==> src/rtl/lwt_pkg.sv <==
package lwt_pkg;

    // Owner encoding shared by readers and checks
    typedef enum logic {
        SIDE_A = 1'b0,
        SIDE_B = 1'b1
    } side_e;

    // Read port slots of each owner table
    localparam int PORT_PEER = 0;
    localparam int PORT_RC   = 1;
    localparam int PORT_RD   = 2;
    localparam int NUM_RP    = 3;

endpackage

==> src/rtl/lwt_bank.sv <==
module lwt_bank
    import lwt_pkg::*;
#(
    parameter int DEPTH  = 64,
    parameter int AW     = (DEPTH > 1) ? $clog2(DEPTH) : 1,
    parameter bit INVERT = 1'b0
) (
    input  logic                      clk,
    input  logic                      rst_n,
    input  logic                      we,
    input  logic [AW-1:0]             waddr,
    input  logic                      peer_bit,
    input  logic [NUM_RP-1:0][AW-1:0] raddr,
    output logic [NUM_RP-1:0]         rbit
);

    typedef struct packed {
        logic [DEPTH-1:0] bits;
    } bank_state_t;

    bank_state_t state_d, state_q;
    logic        store_bit;

    // Parameter picks whether the peer bit is copied or complemented
    generate
        if (INVERT) begin : g_inv
            assign store_bit = ~peer_bit;
        end else begin : g_copy
            assign store_bit = peer_bit;
        end
    endgenerate

    always_comb begin
        state_d = state_q;
        if (we && (int'(waddr) < DEPTH)) begin
            state_d.bits[waddr] = store_bit;
        end
    end

    always_ff @(posedge clk or negedge rst_n) begin
        if (!rst_n) begin
            state_q <= '0;
        end else begin
            state_q <= state_d;
        end
    end

    // Asynchronous read ports
    generate
        for (genvar p = 0; p < NUM_RP; p++) begin : g_rd
            assign rbit[p] = (int'(raddr[p]) < DEPTH) ? state_q.bits[raddr[p]] : 1'b0;
        end
    endgenerate

    // with the write enable low, no stored bit moves
    a_r8_hold_when_idle: assert property (@(posedge clk) disable iff (!rst_n)
        !we |=> $stable(state_q));

    // at most one bit changes per write
    a_r6_single_bit_change: assert property (@(posedge clk) disable iff (!rst_n)
        we |=> ($countones(state_q ^ $past(state_q)) <= 1));

endmodule

==> src/rtl/lwt_pick.sv <==
module lwt_pick
    import lwt_pkg::*;
(
    input  logic bit_a,
    input  logic bit_b,
    output logic sel_b
);

    side_e side;

    always_comb begin
        side  = (bit_a == bit_b) ? SIDE_A : SIDE_B;
        sel_b = (side == SIDE_B);
    end

endmodule

==> src/rtl/lwt_owner_table.sv <==
module lwt_owner_table
    import lwt_pkg::*;
#(
    parameter int DEPTH = 64,
    parameter int AW    = (DEPTH > 1) ? $clog2(DEPTH) : 1
) (
    input  logic          clk,
    input  logic          rst_n,
    input  logic          wa_en,
    input  logic [AW-1:0] wa_addr,
    input  logic          wb_en,
    input  logic [AW-1:0] wb_addr,
    input  logic [AW-1:0] rc_addr,
    input  logic [AW-1:0] rd_addr,
    output logic          rc_sel_b,
    output logic          rd_sel_b
);

    localparam int NUM_RDR = 2;

    logic [NUM_RP-1:0][AW-1:0] ra_addr, rb_addr;
    logic [NUM_RP-1:0]         ra_bit, rb_bit;
    logic [NUM_RDR-1:0][AW-1:0] rdr_addr;
    logic [NUM_RDR-1:0]         rdr_sel;

    // Table A's peer port is read by writer B, and vice versa
    always_comb begin
        ra_addr[PORT_PEER] = wb_addr;
        ra_addr[PORT_RC]   = rc_addr;
        ra_addr[PORT_RD]   = rd_addr;
        rb_addr[PORT_PEER] = wa_addr;
        rb_addr[PORT_RC]   = rc_addr;
        rb_addr[PORT_RD]   = rd_addr;
        rdr_addr[0]        = rc_addr;
        rdr_addr[1]        = rd_addr;
    end

    lwt_bank #(.DEPTH(DEPTH), .AW(AW), .INVERT(1'b0)) i_bank_a (
        .clk      (clk),
        .rst_n    (rst_n),
        .we       (wa_en),
        .waddr    (wa_addr),
        .peer_bit (rb_bit[PORT_PEER]),
        .raddr    (ra_addr),
        .rbit     (ra_bit)
    );

    lwt_bank #(.DEPTH(DEPTH), .AW(AW), .INVERT(1'b1)) i_bank_b (
        .clk      (clk),
        .rst_n    (rst_n),
        .we       (wb_en),
        .waddr    (wb_addr),
        .peer_bit (ra_bit[PORT_PEER]),
        .raddr    (rb_addr),
        .rbit     (rb_bit)
    );

    generate
        for (genvar r = 0; r < NUM_RDR; r++) begin : g_reader
            lwt_pick i_pick (
                .bit_a (ra_bit[PORT_RC + r]),
                .bit_b (rb_bit[PORT_RC + r]),
                .sel_b (rdr_sel[r])
            );
        end
    endgenerate

    assign rc_sel_b = rdr_sel[0];
    assign rd_sel_b = rdr_sel[1];

    // first cycle out of reset shows side A everywhere
    a_r1_reset_side_a: assert property (@(posedge clk) disable iff (!rst_n)
        $rose(rst_n) |-> (!rc_sel_b && !rd_sel_b));

    // writer A's address reads back as side A one cycle later
    a_r2_a_owns: assert property (@(posedge clk) disable iff (!rst_n)
        ($past(wa_en) && !($past(wb_en) && $past(wb_addr) == $past(wa_addr))
         && rc_addr == $past(wa_addr)) |-> !rc_sel_b);

    // writer B's address reads back as side B one cycle later
    a_r3_b_owns: assert property (@(posedge clk) disable iff (!rst_n)
        ($past(wb_en) && !($past(wa_en) && $past(wa_addr) == $past(wb_addr))
         && rd_addr == $past(wb_addr)) |-> rd_sel_b);

    // with no writes and a steady address, the reported owner holds
    a_r6_idle_stable: assert property (@(posedge clk) disable iff (!rst_n)
        ($past(!wa_en && !wb_en) && $stable(rc_addr)) |-> $stable(rc_sel_b));

    // readers on the same address agree
    a_r7_readers_agree: assert property (@(posedge clk) disable iff (!rst_n)
        (rc_addr == rd_addr) |-> (rc_sel_b == rd_sel_b));

endmodule

==> config.mk <==
export PLATFORM = sky130hd
export DESIGN_NAME = lwt_owner_table
export DESIGN_NICKNAME = d
export VERILOG_FILES = /design/src/rtl/lwt_pkg.sv /design/src/rtl/lwt_bank.sv /design/src/rtl/lwt_pick.sv /design/src/rtl/lwt_owner_table.sv
export SDC_FILE = /design/constraint.sdc
export NUM_CORES = 1
export LEC_CHECK = 0
export BUFFER_PORTS_ARGS = -buffer_cell sky130_fd_sc_hd__buf_2
export CORE_ASPECT_RATIO = 0.5
export CORE_MARGIN = 3
export CORE_UTILIZATION = 57
export DETAILED_ROUTE_END_ITERATION = 10
export GPL_ROUTABILITY_DRIVEN = 0
export PLACE_DENSITY = 0.79
export SYNTH_ARGS = -nofsm -noshare
export SYNTH_HDL_FRONTEND = slang
export SYNTH_SLANG_ARGS = --single-unit
==> constraint.sdc <==
create_clock -name clk -period 3.05 [get_ports clk]
set_input_delay 0.61 -clock clk [delete_from_list [all_inputs] [get_ports clk]]
set_output_delay 0.61 -clock clk [all_outputs]
set_load 0.02 [all_outputs]
; After elaboration in Yosys (flattened, before gate mapping)
; Index checks and enable logic that the tools add are counted.
[op_classes]
order_cmp = 6
eq_ne = 2
muxes = 20
n_bitwise = 1
n_reduce_logical = 2
[op_table]
columns = cell, count
row1 = $bwmux 64, 2
row2 = $bmux 1 s6, 6
row3 = $lt 6x7->1 const B, 4
row4 = $demux 1 s6, 2
row5 = $ge 6x1->1 const B, 2
row6 = $mux 1, 10
row7 = $eq 1x1->1, 2
row8 = $logic_and 1x1->1, 2
row9 = $not 1->1, 1
[totals]
register_bits = 128
input_bits = 28

; Depth between registers and ports, before layout
[depth]
ltp_word = 5
depth_mapped = 11
depth_no_buf = 6

; Cells and area by module
; Synthesis repeated with hierarchy kept, for this count alone.
[unflattened]
cells_unflattened = 773
hier_area_um2 = 8648.3
[by_module_without_submodules]
columns = mod, n_inst, cells_per_inst, area_per_inst_um2, seq_area_each_um2
row1 = lwt_bank (i_bank_a), 1, 366, 4395.5, 1601.5
row2 = lwt_bank (i_bank_b), 1, 405, 4235.3, 1601.5
row3 = lwt_pick, 2, 1, 8.8, 0.0

; Worst setup path after synthesis
; Ideal clock, no wire load.
[synth_timing]
path_kind = input-to-output
start = in rc_addr[1]
end = out rc_sel_b
t_arrival_ns = 2.633
required_ns = 2.440
setup_slack_ns = -0.193
cell_stages = 8
path_cell_list = buf_2 > buf_2 > buf_2 > mux4_2 > mux4_2 > mux2i_1 > a21oi_1 > xnor2_1
[synth_between]
elab_chain_cells = 4
word_cells_on_any_way = 6
[synth_lines]
columns = element, line_no
row1 = start: declaration, lwt_owner_table.sv:13  ; input logic [AW-1:0] rc_addr,
row2 = $bmux 1 s6, lwt_bank.sv:51  ; assign rbit[p] = (int'(raddr[p]) < DEPTH) ? state_q.bits[raddr[p]] : 1'b0;
row3 = $mux 1 (implied by the code), lwt_bank.sv:51
row4 = $eq 1x1->1 *, lwt_pick.sv:12  ; side = (bit_a == bit_b) ? SIDE_A : SIDE_B;
row5 = $mux 1 *, lwt_pick.sv:12
row6 = end: declaration, lwt_owner_table.sv:15  ; output logic rc_sel_b,
; Every way passes the cells marked *; elsewhere a longest branch is shown, timed or not. The select of a mux whose other input is x is not followed.

; Worst setup path in the final report
[layout_timing]
start = in rd_addr[0]
end = out rd_sel_b
[layout_between]
elab_chain_cells = 4
word_cells_on_any_way = 6
[layout_lines]
columns = element, line_no
row1 = start: declaration, lwt_owner_table.sv:14  ; input logic [AW-1:0] rd_addr,
row2 = $bmux 1 s6, lwt_bank.sv:51
row3 = $mux 1 (implied by the code), lwt_bank.sv:51
row4 = $eq 1x1->1 *, lwt_pick.sv:12
row5 = $mux 1 *, lwt_pick.sv:12
row6 = end: declaration, lwt_owner_table.sv:16  ; output logic rd_sel_b
; Marks and branches as above.

==> results <==
- The final net count is 811.
- In this run the core area contains 31 standard-cell rows.
- The number of buffers on the longest clock path is 2.
- The first global-routing pass estimated 43.1 mm of wire.
- Synthesis produced 740 cells.
- The share of the synthesized area in the top cell type is 35.8%.
- After synthesis, the cell types taking the most area are dfrtp_1 36%, mux4_2 20%, mux2_2 17%, nor2_1 3.7%, mux2i_1 2.7%.
- The setup slack of the worst register-to-register path is 0.75 ns.
- Once routing completed, OpenROAD measured the worst setup slack at -0.272 ns.
- The flow ran to the end, but the final reports show violations.
- The tool flagged a number of max-cap violations equal to 0.
- Setup repair after global routing could not meet its margin everywhere.
- The die covers 17300 um^2.
- The count of synthesis-stage warnings from yosys is 0.
- The number of levels the H-tree was split into is 4.
- The number of global-route vias before repair is 7379.
- The analysis attributes to cell leakage a power of 4.46 nW.
- The number of cells on the worst reg-to-reg path is 7.
- The smallest clock period supported by the final layout is computed as 3.32 ns.
- The reg-to-reg endpoint is i_bank_a.state_q[27]$_DFFE_PN0P_.
- The async set or reset register ratio after synthesis is 100%.
- Among all stages on the critical path, the largest delay is contributed by mux4_2.
- The initial standard-cell utilization of the core is 60.1%.
- The count of boundary I/O pins is 30.
- The worst setup path is of the input port to output pin kind.
- The synthesized netlist occupies a cell area of 8950 um^2.
- The critical path goes through buf_12, buf_12, buf_4, mux4_2, mux4_2, mux2i_1, a21oi_2, xnor2_2, buf_4.
- The library cells used most frequently in the layout, excluding fill and tap cells, are 132 x mux2_2, 128 x dfrtp_1, 89 x nor2_1.
- The count of unique library cells instantiated by Yosys is 55.
- Data on the critical path is required at its endpoint by 2.44 ns.
- The average wire per cell in the routed design is 28.1 um.
- The startpoint identified for the worst register-to-register timing path is i_bank_b.state_q[30]$_DFFE_PN0P_.
- Counting both buffers and inverters, the worst setup path holds a total of 4.
- The number of register bits inferred by synthesis is 128.
- The detailed router placed 7316 vias in this run.
- STA classifies the critical path endpoint as an output pin.
- The remaining antenna violation count after routing is 0.
- The synthesized design spends more area on one cell type than any other, namely dfrtp_1.
- Grouping stages by cell kind, the critical path spends the most delay in multiplexers.
- The final cell count without fillers is 994.
- The sequential area share after synthesis is 35.8%.
- Clock-pin slew was measured on the worst setup and hold paths at 0.06 ns.
- The clock insertion delay at the later pin of the skew report is 0.43 ns.
- The startpoint kind of the worst setup timing path is an input port.
- The vertical die dimension is 94.6 um.
- The ratio of final minimum period to clock period is 109%.
- At the end of the flow the core is filled with cells to 69.5%.
- The total grt overflow is 0.
- The area of the placeable core is 14900 um^2.
- The most frequent standard cell in the layout excluding fill and tap cells is mux2_2.
- The first-pass iteration count of the detailed router is 6.
- Synthesis produced a netlist with a net count of 768.
- The number of clock buffers inserted by TritonCTS is 17.
- In this run the tightest slew margin relative to its limit is 11.1%.
- The timing-limited maximum frequency is 301 MHz.
- The most used flip-flop cell after synthesis is dfrtp_1.
- The number of antenna diodes in the final layout is 0.
- In this run the power density over the cells is 504 nW/um^2.
- The final reports fail on negative setup slack.
- The routed design has 27.9 mm of wire.
- The clock root buffer master is clkbuf_16.
- The number of DRC markers in iteration 0 is 1136.
- At the pin with the least slew margin, the transition time is 1.32 ns.
- The cell count after placement is 952.
- Entering global routing, the biggest net connects 57 pins.
- Cells with a size suffix above 1 make up 44.1% of the layout.
- The delay contributed by the slowest stage of the critical path is 0.51 ns.
- Once detailed placement completed, the half-perimeter wirelength came to 18.1 mm.
- The worst voltage drop across the vdd grid is 0.462 mV.
- The final number of max-transition violations is 0.
- Global routing consumed, over all layers together, 33.3% of the routing resources.
- The number of enable flip-flop cells after synthesis is 0.
- The clock tree from TritonCTS is built.
- The final count of hold timing violations is 0.
- Setup violations remaining at the end of the flow were counted as 2.
- The number of I/O port buffers is 29.
- The worst-path maximum fanout is 4.
- The via count normalized by instance count is 7.36.
- The overall die width is 183 um.
- The number of antenna violations at the first check in global routing is 1.
- The arrival time of the worst setup path is 2.71 ns.
- Compared with the post-synthesis result, the final layout area differs by 15.6%.
- The clock net in this run drives a total of 128 sinks.
- For the final database, setup skew stands at 0.00893 ns.
- The class of the worst hold path is input port to asynchronous set/reset pin.
- The average cell area after synthesis is 12.1 um^2.
- After detailed routing, the number of remaining DRC violations is 0.
[synthesized netlist by cell type (8+ instances only)]
library cell / instances
a21oi_1: 13
buf_2: 23
buf_6: 8
clkbuf_1: 18
dfrtp_1: 128
mux2_2: 132
mux2i_1: 24
mux4_1: 9
mux4_2: 81
nand2_1: 64
nand3_1: 10
nor2_1: 89
nor2b_1: 10
o21ai_0: 9
o22ai_1: 13
[per-layer routing]
metal	wire length (um)	track usage, %	share of wire, %	vias up
li1	-	-	-	2924
met1	9880	43.7	35	3601
met2	12400	51.7	44	652
met3	4350	10.9	16	137
met4	1280	13.9	4.6	2
met5	13	0	0.047	-
[kinds of logic after synthesis]
group,Yosys count,share of synthesized area (%)
xor gates and xnor gates,2,0.196
DFF,128,35.8
AOI/OAI and AO/OA,68,5.19
and+or+nand+nor,229,12.0
buffers and inverters,67,4.49
muxes,246,42.3
[worst reg2reg max path, cell delays in order (launching register included)]
cell and delay, ns:
dfrtp_1 0.41, mux4_2 0.48, mux2i_1 0.37, o22ai_1 0.14
nor2_1 0.12, nand3_1 0.11, buf_12 0.20, mux2_2 0.35
[worst max-delay path by stage]
| stage | startpoint | endpoint | slack [ns] | cells past startpoint |
|---|---|---|---|---|
| 2_1_floorplan | rd_addr[0] | rd_sel_b | 0.003 | 8 |
| 3_3_place_gp | rd_addr[0] | rd_sel_b | -0.25 | 9 |
| 3_5_place_dp | rc_addr[0] | rc_sel_b | -0.30 | 9 |
| 4_1_cts | rc_addr[0] | rc_sel_b | -0.24 | 9 |
| 5_1_grt | rc_addr[0] | rc_sel_b | -0.29 | 9 |
| 6_report | rd_addr[0] | rd_sel_b | -0.27 | 9 |
[what timing repair did]
item,4_1_cts,5_1_grt
gates resized for setup,17,6
gates cloned,2,0
pin swaps,4,4
hold buffers,0,0
endpoints found under the setup margin,2,2
buffers inserted,4,5
[flip-flops by register name, indices dropped and copies added, names as in the netlist]
name and flops:
i_bank_b.state_q 64, i_bank_a.state_q 64
[power by group]
group	internal, mW	total (mW)	switching [mW]
combinational	0.560	1.07	0.508
clock	1.25	2.08	0.837
sequential	1.86	2.06	0.200
total	3.67	5.21	1.54
[layout make-up]
cell class / count / area, um^2
Multi-Input combinational cell: 545 / 5390
Fill cell: 988 / 4550
Clock inverter: 13 / 138
Tap cell: 198 / 248
Sequential cell: 128 / 3200
Clock buffer: 19 / 453
Timing Repair Buffer: 85 / 897
Inverter: 6 / 22.5
[through the flow]
stage          setup WS [ns]  cell area, um^2  TNS (ns)  hold WS, ns  power, mW
3_5_place_dp          -0.304             9500    -0.578        0.538       3.06
4_1_cts               -0.243            10300    -0.477        0.207       5.16
2_1_floorplan        0.00270             8990         0        0.314       2.72
6_report              -0.272            10300    -0.539        0.193       5.21
3_3_place_gp          -0.251             9500    -0.500        0.525       3.01
5_1_grt               -0.295            10300    -0.579        0.236       5.36
Note: power is estimated with default switching activity, not from simulation.
